## src/rtl/vu_pkg.sv

```systemverilog
package vu_pkg;

  typedef enum logic [1:0] {
    ST_CLEAN = 2'd0,
    ST_DIRTY = 2'd1,
    ST_SAVED = 2'd2
  } ust_e;

  typedef enum logic [2:0] {
    IC_LEGACY     = 3'd0,
    IC_PFX_NARROW = 3'd1,
    IC_PFX_WIDE   = 3'd2,
    IC_ZERO_UP    = 3'd3,
    IC_ZERO_ALL   = 3'd4,
    IC_RESTORE    = 3'd5
  } icls_e;

  typedef enum logic [1:0] {
    XF_NONE  = 2'd0,
    XF_SAVE  = 2'd1,
    XF_LOAD  = 2'd2,
    XF_SCRUB = 2'd3
  } xfer_e;

  typedef struct packed {
    ust_e  nxt;
    xfer_e xfer;
    logic  inc_saved;
    logic  inc_dirty;
  } decision_t;

  function automatic logic is_zeroing(input logic [2:0] c);
    return (c == IC_ZERO_UP) || (c == IC_ZERO_ALL) || (c == IC_RESTORE);
  endfunction

  function automatic logic is_prefixed(input logic [2:0] c);
    return (c == IC_PFX_NARROW) || (c == IC_PFX_WIDE);
  endfunction

endpackage

```

## src/rtl/vu_state_fsm.sv

```systemverilog
module vu_state_fsm
  import vu_pkg::*;
(
  input  logic       clk,
  input  logic       rst_n,
  input  logic       fire,
  input  logic [2:0] cls,
  output ust_e       state,
  output xfer_e      xfer_start,
  output logic       inc_saved,
  output logic       inc_dirty
);

  ust_e      state_q;
  decision_t dec;

  always_comb begin
    dec.nxt       = state_q;
    dec.xfer      = XF_NONE;
    dec.inc_saved = 1'b0;
    dec.inc_dirty = 1'b0;
    unique case (state_q)
      ST_CLEAN: begin
        if (cls == IC_PFX_WIDE) dec.nxt = ST_DIRTY;
      end
      ST_DIRTY: begin
        if (cls == IC_LEGACY) begin
          dec.nxt       = ST_SAVED;
          dec.xfer      = XF_SAVE;
          dec.inc_saved = 1'b1;
        end else if (is_zeroing(cls)) begin
          dec.nxt = ST_CLEAN;
        end
      end
      ST_SAVED: begin
        if (is_prefixed(cls)) begin
          dec.nxt       = ST_DIRTY;
          dec.xfer      = XF_LOAD;
          dec.inc_dirty = 1'b1;
        end else if (is_zeroing(cls)) begin
          dec.nxt  = ST_CLEAN;
          dec.xfer = XF_SCRUB;
        end
      end
      default: dec.nxt = ST_CLEAN;
    endcase
  end

  always_ff @(posedge clk or negedge rst_n) begin
    if (!rst_n) state_q <= ST_CLEAN;
    else if (fire) state_q <= dec.nxt;
  end

  assign state      = state_q;
  assign xfer_start = fire ? dec.xfer : XF_NONE;
  assign inc_saved  = fire && dec.inc_saved;
  assign inc_dirty  = fire && dec.inc_dirty;

endmodule

```

## src/rtl/vu_copy_engine.sv

```systemverilog
module vu_copy_engine
  import vu_pkg::*;
#(
  parameter int NREG = 16,
  parameter int OVH  = 34,
  localparam int IW    = $clog2(NREG),
  localparam int TOTAL = OVH + NREG,
  localparam int CNTW  = $clog2(TOTAL + 1)
) (
  input  logic          clk,
  input  logic          rst_n,
  input  xfer_e         start,
  output logic          busy,
  output xfer_e         kind,
  output logic          moving,
  output logic [IW-1:0] idx
);

  logic            busy_q;
  xfer_e           kind_q;
  logic [CNTW-1:0] cnt_q;
  logic [CNTW-1:0] off;

  always_ff @(posedge clk or negedge rst_n) begin
    if (!rst_n) begin
      busy_q <= 1'b0;
      kind_q <= XF_NONE;
      cnt_q  <= '0;
    end else if (!busy_q) begin
      if (start != XF_NONE) begin
        busy_q <= 1'b1;
        kind_q <= start;
        cnt_q  <= '0;
      end
    end else begin
      if (cnt_q == CNTW'(TOTAL - 1)) begin
        busy_q <= 1'b0;
        kind_q <= XF_NONE;
        cnt_q  <= '0;
      end else begin
        cnt_q <= cnt_q + 1'b1;
      end
    end
  end

  assign off    = cnt_q - CNTW'(OVH);
  assign busy   = busy_q;
  assign kind   = kind_q;
  assign moving = busy_q && (cnt_q >= CNTW'(OVH));
  assign idx    = off[IW-1:0];

endmodule

```

## src/rtl/vu_scratchpad.sv

```systemverilog
module vu_scratchpad #(
  parameter int NREG = 16,
  parameter int UW   = 128,
  localparam int IW  = $clog2(NREG)
) (
  input  logic          clk,
  input  logic          we,
  input  logic [IW-1:0] widx,
  input  logic [UW-1:0] wdata,
  input  logic [IW-1:0] ridx,
  output logic [UW-1:0] rdata
);

  logic [UW-1:0] rows [NREG];

  for (genvar g = 0; g < NREG; g++) begin : g_row
    logic [UW-1:0] row_q;
    always_ff @(posedge clk) begin
      if (we && (widx == IW'(g))) row_q <= wdata;
    end
    assign rows[g] = row_q;
  end

  assign rdata = rows[ridx];

endmodule

```

## src/rtl/vu_event_ctr.sv

```systemverilog
module vu_event_ctr #(
  parameter int CW = 16
) (
  input  logic          clk,
  input  logic          rst_n,
  input  logic          bump,
  output logic [CW-1:0] count
);

  always_ff @(posedge clk or negedge rst_n) begin
    if (!rst_n) count <= '0;
    else if (bump) count <= count + 1'b1;
  end

endmodule

```

## src/rtl/vu_state_ctrl.sv

```systemverilog
module vu_state_ctrl
  import vu_pkg::*;
#(
  parameter int NREG = 16,
  parameter int UW   = 128,
  parameter int OVH  = 34,
  parameter int CW   = 16,
  localparam int IW  = $clog2(NREG)
) (
  input  logic          clk,
  input  logic          rst_n,
  input  logic          ins_valid,
  output logic          ins_ready,
  input  logic [2:0]    ins_class,
  input  logic          ins_spec,
  output logic [IW-1:0] rf_rd_idx,
  input  logic [UW-1:0] rf_rd_data,
  output logic          rf_wr_en,
  output logic [IW-1:0] rf_wr_idx,
  output logic [UW-1:0] rf_wr_data,
  output logic          busy,
  output logic [1:0]    state_o,
  output logic [CW-1:0] cnt_to_saved,
  output logic [CW-1:0] cnt_to_dirty
);

  logic          fire;
  ust_e          state;
  xfer_e         xfer_start;
  xfer_e         kind;
  logic          inc_saved;
  logic          inc_dirty;
  logic          moving;
  logic [IW-1:0] idx;
  logic [UW-1:0] sp_rdata;
  logic          sp_we;

  assign ins_ready = !busy;
  assign fire      = ins_valid && ins_ready && !ins_spec;

  vu_state_fsm u_fsm (
    .clk        (clk),
    .rst_n      (rst_n),
    .fire       (fire),
    .cls        (ins_class),
    .state      (state),
    .xfer_start (xfer_start),
    .inc_saved  (inc_saved),
    .inc_dirty  (inc_dirty)
  );

  vu_copy_engine #(.NREG(NREG), .OVH(OVH)) u_eng (
    .clk    (clk),
    .rst_n  (rst_n),
    .start  (xfer_start),
    .busy   (busy),
    .kind   (kind),
    .moving (moving),
    .idx    (idx)
  );

  assign sp_we = moving && (kind == XF_SAVE);

  vu_scratchpad #(.NREG(NREG), .UW(UW)) u_sp (
    .clk   (clk),
    .we    (sp_we),
    .widx  (idx),
    .wdata (rf_rd_data),
    .ridx  (idx),
    .rdata (sp_rdata)
  );

  assign rf_rd_idx  = idx;
  assign rf_wr_en   = moving && ((kind == XF_LOAD) || (kind == XF_SCRUB));
  assign rf_wr_idx  = idx;
  assign rf_wr_data = (kind == XF_LOAD) ? sp_rdata : '0;
  assign state_o    = state;

  vu_event_ctr #(.CW(CW)) u_ctr_saved (
    .clk   (clk),
    .rst_n (rst_n),
    .bump  (inc_saved),
    .count (cnt_to_saved)
  );

  vu_event_ctr #(.CW(CW)) u_ctr_dirty (
    .clk   (clk),
    .rst_n (rst_n),
    .bump  (inc_dirty),
    .count (cnt_to_dirty)
  );

endmodule

```

## config.mk

```make
export PLATFORM = sky130hd
export DESIGN_NAME = vu_state_ctrl
export DESIGN_NICKNAME = d
export VERILOG_FILES = /design/src/rtl/vu_pkg.sv /design/src/rtl/vu_state_fsm.sv /design/src/rtl/vu_copy_engine.sv /design/src/rtl/vu_scratchpad.sv /design/src/rtl/vu_event_ctr.sv /design/src/rtl/vu_state_ctrl.sv
export SDC_FILE = /design/constraint.sdc
export NUM_CORES = 2
export LEC_CHECK = 0
export ABC_CLOCK_PERIOD_IN_PS = 7000
export BUFFER_PORTS_ARGS = -buffer_cell sky130_fd_sc_hd__buf_4
export CELL_PAD_IN_SITES_DETAIL_PLACEMENT = 0
export CELL_PAD_IN_SITES_GLOBAL_PLACEMENT = 1
export CORE_MARGIN = 3
export CORE_UTILIZATION = 25
export CTS_CLUSTER_DIAMETER = 80
export DETAILED_ROUTE_END_ITERATION = 16
export GPL_ROUTABILITY_DRIVEN = 0
export GPL_TIMING_DRIVEN = 0
export PLACE_DENSITY_LB_ADDON = 0.1
export SKIP_LAST_GASP = 1
export SLEW_MARGIN = 25
export SYNTH_ARGS = -nofsm -noshare
export SYNTH_HDL_FRONTEND = slang
export SYNTH_SLANG_ARGS = --single-unit
```

## constraint.sdc

```tcl
create_clock -name clk -period 7 [get_ports clk]
set_input_delay 0 -clock clk [delete_from_list [all_inputs] [get_ports clk]]
set_output_delay 0 -clock clk [all_outputs]
set_load 0.01 [all_outputs]
```

* Word-level counts from Yosys, hierarchy flattened
Index checks and enable logic that the tools add are counted.
** Cells by class
- Add/subtract/negate cells :: 4
- $lt $le $gt $ge :: 2
- Equal/unequal tests :: 30
- Reduce and logical (&&, ||, !) cells :: 36
- Bitwise gates (word level) :: 1
- Mux-type cells :: 25
** Operator list (count)
- $bmux 128 s4 :: 1
- $mux 128 :: 3
- $add 16x1->16 const B :: 2
- $eq 4x4->1 const B :: 8
- $logic_and 1x1->1 :: 23
- $mux 6 :: 3
- $eq 4x3->1 const B :: 4
- $mux 2 :: 8
- $eq 4x2->1 const B :: 2
- $mux 4 :: 2
- $add 6x1->6 const B :: 1
- $eq 2x2->1 const B :: 3
- $eq 3x2->1 const B :: 2
- $eq 3x3->1 const B :: 2
- $eq 6x6->1 const B :: 1
- $ge 6x6->1 const B :: 1
- $mux 1 :: 6
- $ne 3x1->1 const B :: 2
- $pmux 2 s3 :: 1
- $ge 5x5->1 const B :: 1
- $not 4->5 :: 1
- $eq 2x1->1 const B :: 2
- $eq 4x1->1 const B :: 1
- $logic_not 4->1 :: 1
- other kinds (12) :: 17
** Storage, ports and cells
- Output and inout bits :: 173
- Flip-flop bits (word level) :: 2091
- Logic and storage cells :: 120
- Input port bits :: 135

* Longest topological paths before layout
- Depth after elaboration :: 10
- Depth in mapped cells :: 10
- Mapped depth without buffers :: 6

* By module
From an unflattened synthesis, not the netlist that was laid out.
** Unflattened totals
- Cells, all modules :: 3607
- Area, all modules :: 80654.9 um^2
** Modules (own cells, without submodules)
- vu_scratchpad :: cells an instance 3241, area each 76958.8 um^2, instances 1
- vu_state_ctrl :: cells an instance 164, area each 1467.7 um^2, instances 1
- vu_event_ctr :: cells an instance 56, area each 695.7 um^2, instances 2
- vu_copy_engine :: cells an instance 58, area each 554.3 um^2, instances 1
- vu_state_fsm :: cells an instance 32, area each 282.8 um^2, instances 1

* Least setup slack after synthesis
Ideal clock, no wire load.
- Kind :: reg2reg
- From :: reg u_eng.cnt_q[1]
- To :: reg u_sp.g_row[0].row_q[0] (enable)
- Slack :: -0.829 ns
- Period minus slack after synthesis :: 7.829 ns
- Buffers on the path :: 2
- Data arrival time :: 7.212 ns
- Cell stages (with the launch flop) :: 8
- Setup time :: 0.617 ns
- Cells stage by stage :: dfrtp_1 buf_2 clkbuf_1 inv_1 ha_1 inv_1 or2_2 nor2_1
** Between the ends
- Elaborated cells between the ends (all ways) :: 6
- Classes of those cells :: add/sub (1); order compare (1); reduce/logical (4)
** RTL lines
- from (decl) :: RTL line vu_copy_engine.sv:21 : logic [CNTW-1:0] cnt_q;
- from (signal assigned) :: RTL line vu_copy_engine.sv:41 : cnt_q <= cnt_q + 1'b1;
- $sub 4x2->4 :: RTL line vu_copy_engine.sv:46 : assign off = cnt_q - CNTW'(OVH);
- named net rf_rd_idx[1] :: RTL line vu_state_ctrl.sv:16 : output logic [IW-1:0] rf_rd_idx,
- $logic_not 4->1 :: RTL line vu_scratchpad.sv:19 : if (we && (widx == IW'(g))) row_q <= wdata;
- $logic_and 1x1->1 :: RTL line vu_scratchpad.sv:19
- to (signal assigned) :: RTL line vu_scratchpad.sv:19
- to (decl) :: RTL line vu_scratchpad.sv:17 : logic [UW-1:0] row_q;
The timed path passes the listed nets, and every way through them passes these cells.
A chain may end at the register's enable or synchronous reset.

* Worst setup path in the final report
- From :: reg u_eng.cnt_q[1]
- To :: out rf_wr_data[54]
** Between the ends
- Cells in the longest elaborated chain, start to end :: 6
** RTL lines
- $sub 4x2->4 :: RTL line vu_copy_engine.sv:46
- $not 4->5 (implied by the code) :: RTL line vu_scratchpad.sv:24 : assign rdata = rows[ridx];
- $bmux 128 s4 :: RTL line vu_scratchpad.sv:24
- $mux 128 (implied by the code) (2 in a row) :: RTL line vu_scratchpad.sv:24
- $mux 128 :: RTL line vu_state_ctrl.sv:76 : assign rf_wr_data = (kind == XF_LOAD) ? sp_rdata : '0;
- to (decl) :: RTL line vu_state_ctrl.sv:20 : output logic [UW-1:0] rf_wr_data,
Every way passes these cells. The select of a mux whose other input is x is not followed.

==> results.sh <==
export IMPL_leading_cell_type_in_the_layout_fill_and_taps_excluded="edfxtp_1"
export IMPL_asyncSetResetFlopFracSynth=0.0206
export IMPL_post_cts_resized_instances=0
export IMPL_path_clk_slew_ns=0.06
export IMPL_grt_pass1_wl_um=347000
export IMPL_cp_data_arrival_time_ns=5.89
export IMPL_vias=38800
export IMPL_grt_total_usage=0.154
export IMPL_clock_fmax_ghz=0.170
export IMPL_die_height_um=567
export IMPL_drt_initial_drc_count=3069
export IMPL_cp_data_required_time_ns=7.00
export IMPL_core_footprint_um2=313000
export IMPL_final_tns_setup_ns=0
export IMPL_timing_critical_path_mode_cell="buf_2"
export IMPL_synth_flop_cell="edfxtp_1"
export IMPL_synth_lib_cells_used_distinct=50
export IMPL_ir_drop_worst_case_vdd_v=0.000206
export IMPL_worst_relative_slew_slack=0.292
export IMPL_worst_path_stages=12
export IMPL_power_density_nw_per_um2=258
export IMPL_area_growth_pct=28.1
export IMPL_r2r_start="u_eng.cnt_q[1]"
export IMPL_most_common_layout_cells="edfxtp_1, mux4_2, buf_4"
export IMPL_rows=205
export IMPL_ys_seq_area_frac=0.795
export IMPL_detail_route_wl_per_cell_um=28.8
export IMPL_grt_overflow_total=0
export IMPL_timing_critical_path_from_type="flop"
export IMPL_cts_num_sinks=2091
export IMPL_tritoncts="built"
export IMPL_grt_max_degree=44
export IMPL_ys_warn_count=0
export IMPL_hold_path_class="in -> reg"
export IMPL_reg2reg_to="u_sp.g_row[12].row_q[68]"
export IMPL_worstPathCellList="buf_2 -> clkbuf_2 -> buf_16 -> inv_1 -> ha_1 -> xor2_2 -> nor3b_1 -> buf_2 -> buf_2 -> a22oi_1 -> nand2_1 -> buf_4"
export IMPL_synth_seq_cells=2091
export IMPL_hold_slack_ns=0.0777
export IMPL_number_of_antenna_violations_at_the_first_check_in_global_routing=51
export IMPL_synth_edff_count=2048
export IMPL_critical_path_slowest_cell="buf_2"
export IMPL_synth_area_um2=78700
export IMPL_finalWirelength_um=250000
export IMPL_postSynthCellCount=3364
export IMPL_port_buffers=307
export IMPL_ant_nets=0
export IMPL_timing_worst_slew_pin_value_ns=1.06
export IMPL_via_count_of_the_first_global_routing_pass=41300
export IMPL_critical_path_n_buffers_inverters=7
export IMPL_finalMaxSlewViolations=0
export IMPL_clock_tree_htree_level_count=4
export IMPL_final_min_period_over_clock_period=0.842
export IMPL_fp_dieArea_um2=321000
export IMPL_setup_violations=0
export IMPL_worstSetupPathType="reg -> out"
export IMPL_layout_nets=4502
export IMPL_number_of_nets_produced_by_synthesis=3511
export IMPL_worst_clock_skew_on_the_final_layout_ns=0.0883
export IMPL_rsz0062_at_grt="false"
export IMPL_fillCellCount=29800
export IMPL_critical_path_max_fanout=10
export IMPL_synth_avg_cell_area_um2=23.4
export IMPL_cts_root_buf="clkbuf_16"
export IMPL_max_cap_viol_count=0
export IMPL_firstDrtPassIters=6
export IMPL_worst_path_dominant_cell_family="buffers and inverters"
export IMPL_final_period_minus_worst_setup_slack_ns=5.89
export IMPL_post_route_cells_drive_above_1_share=0.323
export IMPL_detailed_place_hpwl_um=166000
export IMPL_via_to_cell_ratio=4.47
export IMPL_initial_utilization=0.252
export IMPL_static_leakage_power_nw=32.6
export IMPL_cts_root_to_sink_buffers=4
export IMPL_crit_path_max_incr_delay_ns=0.80
export IMPL_endpoint_kind="output pin"
export IMPL_cts_buffers_inserted=241
export IMPL_final_hold_viol_count=0
export IMPL_timing_critical_path_from="u_eng.cnt_q[1]"
export IMPL_die_span_x_um=567
export IMPL_drcViolationCount=0
export IMPL_worst_setup_endpoint="rf_wr_data[54]"
export IMPL_cts_repair_timing_setup_buffer_count=0
export IMPL_worst_r2r_setup_slack_ns=1.89
export IMPL_result_of_the_run="finished clean"
export IMPL_clock_latency_ns=0.91
export IMPL_design_portCount=308
export IMPL_reg2regPathDepth=13
export IMPL_cts_hold_buffers=254
[registers in the layout (all words and copies together), names as in the netlist]
signal,count
u_ctr_dirty.count,16
u_ctr_saved.count,16
u_eng.busy,1
u_eng.cnt_q,6
u_eng.kind,2
u_fsm.state,2
u_sp.g_row.row_q,2048
[Yosys cell counts (7+ instances only)]
library cell	number	area share
a22oi_1	256	0.024
and3_1	8	0.00064
buf_2	85	0.0054
clkbuf_1	82	0.0039
dfrtp_1	43	0.014
edfxtp_1	2048	0.78
ha_1	12	0.0019
inv_1	10	0.00048
mux4_2	512	0.15
nand2_1	153	0.0073
nand3_1	11	0.00070
nand4_1	13	0.0010
nor2_1	27	0.0013
nor3_1	7	0.00045
xnor2_1	26	0.0029
[per-layer routing]
layer | up-vias | wire length [µm] | GRT usage
li1 | 16500 | - | -
met1 | 21000 | 111000 | 0.209
met2 | 949 | 122000 | 0.256
met3 | 350 | 11300 | 0.0254
met4 | 24 | 5590 | 0.0377
met5 | - | 171 | 0
[report_power, final]
group          internal [mW]  switching, mW
logic                  0.146          0.211
registers               13.7       0.000395
clock network           6.85           5.03
total                   20.7           5.24
[through the flow]
step | setup slack, ns | utilization | std cells | power, mW | cell area [µm²]
6_report | 1.11 | 0.322 | 8688 | 26.0 | 101000
3_5_place_dp | 1.74 | 0.291 | 7998 | 14.2 | 90900
5_1_grt | 0.756 | 0.322 | 8677 | 26.9 | 101000
2_1_floorplan | -0.829 | - | 3364 | 14.0 | 78700
3_3_place_gp | -13.21 | 0.276 | 7811 | 14.2 | 86200
4_1_cts | 0.840 | 0.322 | 8676 | 26.4 | 101000
[worst min path at each step]
stage	from	to	slack, ns	depth (start not counted)
after floorplan	rst_n	u_ctr_dirty.count[0]	-0.30	0
after global placement	rst_n	u_fsm.state[1]	0.07	1
after detailed placement	rst_n	u_fsm.state[1]	0.07	1
after CTS	rf_rd_data[53]	u_sp.g_row[14].row_q[53]	0.002	2
after global routing	rf_rd_data[116]	u_sp.g_row[10].row_q[116]	0.04	2
final	rf_rd_data[127]	u_sp.g_row[15].row_q[127]	0.08	2
[logic make-up after synthesis]
| family | after synthesis | share of synthesized area |
|---|---|---|
| DFF | 2091 | 0.795 |
| buffers and inverters | 189 | 0.0108 |
| AOI/OAI and AO/OA | 278 | 0.0267 |
| xor gates and xnor gates | 33 | 0.00377 |
| and+or+nand+nor | 245 | 0.0143 |
| adders and majority gates | 12 | 0.00191 |
| muxes | 516 | 0.147 |
[area by class of cell]
cell class              instances  area, µm²  area share
flip-flops and latches       2091      62600       0.621
multi-input cells            1084      15400       0.153
repair buffers                748       9430      0.0936
clock buffers                 307       6340      0.0630
well taps                    4140       5180      0.0514
clock inverters               117        936     0.00929
plain buffers                 179        841     0.00835
inverters                      10       37.5    0.000373
diodes                         12       30.0    0.000298
Note: power is estimated with default switching activity, not from simulation.
